$ cat src/rtl/gei_pkg.sv
// Package: shared constants and helpers for the guest external interrupt unit.
// Assumes XLEN >= 2 so that at least one guest bit can exist.
package gei_pkg;

    // Register select encoding on the CSR port
    localparam logic GEI_SEL_ENABLE  = 1'b0;
    localparam logic GEI_SEL_PENDING = 1'b1;

    // Number of implemented guest bits: the request clamped to XLEN-1
    function automatic int unsigned gei_clamp(input int unsigned req, input int unsigned xlen);
        return (req > xlen - 1) ? (xlen - 1) : req;
    endfunction

endpackage

$ cat src/rtl/gei_enable_reg.sv
// Module: guest interrupt enable register.
// Stores write data masked to bits 1..GEILEN. When hypervisor support is off,
// the mask is empty and a write stores zero. Assumes GEILEN <= XLEN-1.
module gei_enable_reg #(
    parameter int unsigned XLEN   = 64,
    parameter int unsigned GEILEN = 8
) (
    input  logic            clk,
    input  logic            rst_n,
    input  logic            hyp_en,
    input  logic            wr_en,
    input  logic [XLEN-1:0] wdata,
    output logic [XLEN-1:0] en_q
);
    localparam logic [XLEN-1:0] ONE  = {{(XLEN-1){1'b0}}, 1'b1};
    localparam logic [XLEN-1:0] IMPL = ((ONE << GEILEN) - ONE) << 1;

    logic [XLEN-1:0] wmask;

    // Writable bits for the current configuration
    always_comb wmask = hyp_en ? IMPL : '0;

    // Enable register update
    always_ff @(posedge clk) begin
        if (!rst_n)
            en_q <= '0;
        else if (wr_en)
            en_q <= wdata & wmask;
    end

    // bit 0 never becomes set
    p_bit0_zero_r2: assert property (@(posedge clk) disable iff (!rst_n)
        wr_en |=> en_q[0] == 1'b0);
    // without a write the register holds
    p_hold_r2: assert property (@(posedge clk) disable iff (!rst_n)
        !wr_en |=> $stable(en_q));
    // write with hypervisor support off stores zero
    p_off_write_r8: assert property (@(posedge clk) disable iff (!rst_n)
        (wr_en && !hyp_en) |=> en_q == '0);

endmodule

$ cat src/rtl/gei_pending_sync.sv
// Module: guest interrupt pending register.
// Registers line k into bit k+1 every cycle. Bit 0 and bits above GEILEN stay
// zero. Lines at index GEILEN and above are ignored. Assumes GEILEN <= NUM_LINES.
module gei_pending_sync #(
    parameter int unsigned XLEN      = 64,
    parameter int unsigned NUM_LINES = 8,
    parameter int unsigned GEILEN    = 8
) (
    input  logic                 clk,
    input  logic                 rst_n,
    input  logic                 hyp_en,
    input  logic [NUM_LINES-1:0] lines,
    output logic [XLEN-1:0]      pend_q
);
    logic [XLEN-1:0] pend_d;

    // Map implemented lines onto bits 1..GEILEN
    always_comb begin
        pend_d = '0;
        for (int k = 0; k < int'(GEILEN); k++)
            pend_d[k+1] = hyp_en & lines[k];
    end

    // Pending register sampling
    always_ff @(posedge clk) begin
        if (!rst_n)
            pend_q <= '0;
        else
            pend_q <= pend_d;
    end

    // each implemented bit follows its line one edge later
    for (genvar g = 0; g < int'(GEILEN); g++) begin : g_follow
        p_follow_r4: assert property (@(posedge clk) disable iff (!rst_n)
            hyp_en |=> pend_q[g+1] == $past(lines[g]));
    end

    // hypervisor support off clears the register
    p_off_clear_r8: assert property (@(posedge clk) disable iff (!rst_n)
        !hyp_en |=> pend_q == '0);

endmodule

$ cat src/rtl/gei_vs_select.sv
// Module: picks the pending bit addressed by the selector field.
// A selector of 0 or above GEILEN addresses an unimplemented bit and yields 0.
module gei_vs_select #(
    parameter int unsigned XLEN   = 64,
    parameter int unsigned GEILEN = 8,
    parameter int unsigned SEL_W  = 6
) (
    input  logic             clk,
    input  logic             rst_n,
    input  logic [XLEN-1:0]  pend,
    input  logic [SEL_W-1:0] sel,
    output logic             sel_bit
);
    logic in_range;

    // Selector addresses an implemented bit
    always_comb in_range = (sel != '0) && (sel <= SEL_W'(GEILEN));

    // Selected bit
    always_comb sel_bit = in_range ? pend[sel] : 1'b0;

    // selector 0 never yields a bit
    p_sel_zero_r6: assert property (@(posedge clk) disable iff (!rst_n)
        (sel == '0) |-> !sel_bit);
    // selector beyond the implemented count never yields a bit
    p_sel_high_r6: assert property (@(posedge clk) disable iff (!rst_n)
        (sel > SEL_W'(GEILEN)) |-> !sel_bit);

endmodule

$ cat src/rtl/guest_ext_irq_unit.sv
// Module: guest external interrupt enable/pending unit (top).
// Holds the enable and pending registers and offers a read/write port for
// them. Drives the supervisor guest pending summary and the selected bit for
// the virtual-supervisor external pending view. Assumes XLEN is a power of two.
module guest_ext_irq_unit #(
    parameter int unsigned XLEN      = 64,
    parameter int unsigned NUM_GUEST = 8
) (
    input  logic                     clk,
    input  logic                     rst_n,
    input  logic                     hyp_en_i,
    input  logic [NUM_GUEST-1:0]     guest_irq_i,
    input  logic                     csr_we_i,
    input  logic                     csr_addr_i,
    input  logic [XLEN-1:0]          csr_wdata_i,
    output logic [XLEN-1:0]          csr_rdata_o,
    input  logic [$clog2(XLEN)-1:0]  vgein_i,
    input  logic                     view_hvip_i,
    output logic [$clog2(XLEN)-1:0]  geilen_o,
    output logic                     sgeip_o,
    output logic                     vseip_raw_o,
    output logic                     vseip_view_o
);
    import gei_pkg::*;

    localparam int unsigned SEL_W  = $clog2(XLEN);
    localparam int unsigned GEILEN = gei_clamp(NUM_GUEST, XLEN);

    logic [XLEN-1:0] en_q;
    logic [XLEN-1:0] pend_q;
    logic            en_wr;
    logic            sel_bit;

    // Enable write strobe; pending writes are dropped here
    always_comb en_wr = csr_we_i && (csr_addr_i == GEI_SEL_ENABLE);

    gei_enable_reg #(.XLEN(XLEN), .GEILEN(GEILEN)) u_en (
        .clk(clk), .rst_n(rst_n), .hyp_en(hyp_en_i),
        .wr_en(en_wr), .wdata(csr_wdata_i), .en_q(en_q)
    );

    gei_pending_sync #(.XLEN(XLEN), .NUM_LINES(NUM_GUEST), .GEILEN(GEILEN)) u_pend (
        .clk(clk), .rst_n(rst_n), .hyp_en(hyp_en_i),
        .lines(guest_irq_i), .pend_q(pend_q)
    );

    gei_vs_select #(.XLEN(XLEN), .GEILEN(GEILEN), .SEL_W(SEL_W)) u_sel (
        .clk(clk), .rst_n(rst_n), .pend(pend_q), .sel(vgein_i), .sel_bit(sel_bit)
    );

    // Read mux
    always_comb csr_rdata_o = (csr_addr_i == GEI_SEL_PENDING) ? pend_q : en_q;

    // Supervisor guest external pending summary
    always_comb sgeip_o = |(en_q & pend_q);

    // Selected bit and its gated view
    always_comb begin
        vseip_raw_o  = sel_bit;
        vseip_view_o = sel_bit & ~view_hvip_i;
    end

    // Implemented count as seen by software
    always_comb geilen_o = hyp_en_i ? SEL_W'(GEILEN) : '0;

    // registers empty right after reset
    p_reset_clear_r1: assert property (@(posedge clk) disable iff (!rst_n)
        $rose(rst_n) |-> (en_q == '0 && pend_q == '0));
    // a pending-register write never changes the enable register
    p_pend_write_r3: assert property (@(posedge clk) disable iff (!rst_n)
        (csr_we_i && csr_addr_i == GEI_SEL_PENDING) |=> $stable(en_q));
    // summary needs both an enable and a pending bit
    p_sgeip_src_r5: assert property (@(posedge clk) disable iff (!rst_n)
        sgeip_o |-> (en_q != '0 && pend_q != '0));
    // read through hypervisor virtual pending omits the bit
    p_view_hvip_r7: assert property (@(posedge clk) disable iff (!rst_n)
        view_hvip_i |-> !vseip_view_o);
    // other read paths carry the bit
    p_view_pass_r7: assert property (@(posedge clk) disable iff (!rst_n)
        (!view_hvip_i && vseip_raw_o) |-> vseip_view_o);
    // count reads zero without hypervisor support
    p_geilen_off_r8: assert property (@(posedge clk) disable iff (!rst_n)
        !hyp_en_i |-> geilen_o == '0);

endmodule

$ cat config.mk
export PLATFORM = sky130hd
export DESIGN_NAME = guest_ext_irq_unit
export DESIGN_NICKNAME = d
export VERILOG_FILES = /design/src/rtl/gei_pkg.sv /design/src/rtl/gei_enable_reg.sv /design/src/rtl/gei_pending_sync.sv /design/src/rtl/gei_vs_select.sv /design/src/rtl/guest_ext_irq_unit.sv
export SDC_FILE = /design/constraint.sdc
export NUM_CORES = 1
export LEC_CHECK = 0
export ABC_AREA = 1
export ABC_CLOCK_PERIOD_IN_PS = 2200
export BUFFER_PORTS_ARGS = -buffer_cell sky130_fd_sc_hd__buf_2
export CAP_MARGIN = 20
export CORE_MARGIN = 2
export CORE_UTILIZATION = 35
export CTS_BUF_LIST = sky130_fd_sc_hd__clkbuf_16
export CTS_CLUSTER_DIAMETER = 60
export DETAILED_ROUTE_END_ITERATION = 8
export GPL_TIMING_DRIVEN = 1
export PLACE_DENSITY = 0.9
export SLEW_MARGIN = 20
export SYNTH_ARGS = -nofsm -noshare
export SYNTH_HDL_FRONTEND = slang
export SYNTH_SLANG_ARGS = --single-unit
$ cat constraint.sdc
create_clock -name clk -period 2.2 [get_ports clk]
set_clock_uncertainty 0.05 [all_clocks]
set_input_delay 0.11 -clock clk [delete_from_list [all_inputs] [get_ports clk]]
set_output_delay 0.11 -clock clk [all_outputs]
set_load 0.03 [all_outputs]
==> metrics.yaml <==
drt:
  drc: 0
  drtPass1Iterations: 4
  vias_per_cell: 3.966
  ant_nets: 0
  drtIter0Drc: 14
  via_count: 1043
  detail_route.wl_per_cell_um: 8.928
  wirelength_mm: 2.348
sta:
  min_period_over_period_pct: 67.87
  timing.fmax_mhz: 669.7
  rsz0062_at_grt: "no"
  hold_violations: 0
  setup_violations: 0
  fin_hold_ws_ps: 29.11
  drv_slew: 0
  finalCriticalPeriod_ps: 1493
  tns_ps: 0
synthesis:
  ys_top_cells_by_area: "buf_4 37%, dfxtp_1 25%, nand2_1 6.2%, nand3_1 5.5%, inv_1 5.3%"
  synth_top_cell_by_area: "buf_4"
  synthTopCellsByCount: "62 x buf_4, 21 x nand2_1, 18 x inv_1"
  synthDistinctLibCells: 17
  yosysMostFrequentCell: "buf_4"
  synth.avg_cell_area_um2: 7.055
  synthFlopType: "dfxtp_1"
  ys_ff_latch: 16
  yosysSeqAreaShare_pct: 25.22
  synth_edf_count: 0
  syn_area_mm2: 0.001270
  netlist_instances: 180
  synth_top_area_share_pct: 36.65
  ys_async_sr_fraction_pct: 0
  yosysWarnings: 0
grt:
  grt_max_degree: 22
  grtUsageMet1_pct: 13.10
  use_met3_pct: 1.761
  grt_pass1_vias: 846
  grt.total_usage_pct: 10.98
  antenna_found_initial: 0
  use_met2_pct: 18.88
  top_usage_layer: "met2"
  grt_pass1_wl_mm: 3.601
  grt_overflow: 0
clocking:
  clk_path_buf_depth: 2
  cts_sinks: 16
  cts_made_buffers: 3
  htreeDepth: 1
  postCtsResizedCells: 0
  holdBufCountCts: 0
  clk_pin_slew_ps: 40
  cts_setup_buffers: 0
  cts-root-buf: "clkbuf_16"
  cts_tree: "built"
  clk_latency_ps: 240
layout:
  finalNetCount: 303
  drive_gt1_share_pct: 23.04
  diodes: 0
  fillers: 375
  syn_to_final_growth_pct: 5.813
  fin_util_pct: 39.34
outcome:
  status: "finished clean"
floorplanning:
  chipWidth_um: 64.24
  rows: 21
  core_area_mm2: 0.003416
  start_util_pct: 37.18
  die_area_mm2: 0.004126
  io_pins: 157
  die_h_um: 64.24
critical_path:
  worstPathMaxFanout: 3
  endpoint_kind: "output pin"
  crit_start: "u_pend.pend_q[5]"
  regToRegSetupSlack_ps: 1480
  reg2regPathDepth: 2
  worstSetupPathType: "register to output pin"
  r2r-start: "u_en.en_q[3]"
  regToRegEndpoint: "u_en.en_q[3]"
  required_ps: 2040
  arrival_ps: 1330
  critPathLaunchType: "register"
place:
  dp.final_hpwl_mm: 1.958
  port_buffers: 39
  gp_congestion: 0.7741
job:
  maxCapViolCount: 0
worst_hold_path:
  holdPathStages: 3
  worstHoldPathType: "input port to register"
  hold_path_end: "u_pend.pend_q[1]"
  min_from: "guest_irq_i[0]"
pwr:
  p_per_area_mw_per_mm2: 663.9
  peakVddDrop_mv: 0.4272
  p_leak_nw: 0.7666
routing by layer:
| layer | up-vias | share of wire [%] |
|---|---|---|
| met5 | - | 0 |
| met3 | 7 | 7.8 |
| met1 | 455 | 40 |
| li1 | 516 | - |
| met4 | 0 | 2.2 |
| met2 | 65 | 50 |
worst max-delay path: stages (launching register included):
cell and delay [ps]:
dfxtp_1 370, nand2_1 80, nand3_1 80, nand2_1 60, nand2_1 50, nand3_1 60, nand2_1 60, nand2_1 70
nor2_2 70, buf_2 190
how the worst max path moves through the flow:
stage | endpoint
after CTS | vseip_view_o
after floorplan | csr_rdata_o[8]
after global placement | vseip_view_o
final | vseip_view_o
after detailed placement | vseip_view_o
after global routing | vseip_view_o
report_power, final:
part	switching, mW	leakage, nW	internal [mW]
Combinational	0.204	0.599	0.0412
Sequential	0.00782	0.131	0.301
Clock	0.101	0.0370	0.237
kinds of logic after synthesis:
| kind of cell | after synthesis | share of synthesized area [%] |
|---|---|---|
| AOI/OAI and AO/OA | 23 | 9.655 |
| and+or+nand+nor | 52 | 17.93 |
| buffers and inverters | 84 | 43.35 |
| muxes | 4 | 3.547 |
| other | 1 | 0.2953 |
| DFF | 16 | 25.22 |
area by class of cell:
type	instances	area, um2	share of cell area [%]
clock buffer	3	75.07	5.587
inverter	19	71.32	5.307
multi-input combinational	140	624.3	46.46
sequential	16	320.3	23.84
tap	46	57.56	4.283
timing repair buffer	39	195.2	14.53
cells in the final DEF (no fill, tap or decap), drive strengths merged:
cell / netlist / layout
conb: 1 / 61
a221oi: 1 / 1
o21ai: 10 / 10
clkbuf: 1 / 3
buf: 64 / 39
nand3: 14 / 14
a21oi: 11 / 11
inv: 19 / 19
nand2: 21 / 21
a22o: 1 / 1
nor2: 15 / 15
nor3: 2 / 2
dfxtp: 16 / 16
mux2: 4 / 4
metrics by stage:
stage / cell area (um2) / std cells / worst slack (ps) / total power, mW
2_1_floorplan: 1495 / 240 / 1008 / 0.5964
3_3_place_gp: 1269 / 260 / 993.4 / 0.5537
3_5_place_dp: 1269 / 260 / 957.3 / 0.5568
4_1_cts: 1344 / 263 / 710.6 / 0.8957
5_1_grt: 1344 / 263 / 544.4 / 0.9325
6_report: 1344 / 263 / 706.9 / 0.8921
registers in the layout, summed over array words and instances, names as in the netlist:
register       cells
u_pend.pend_q      8
u_en.en_q          8
Power figures use the tool's default switching activity.
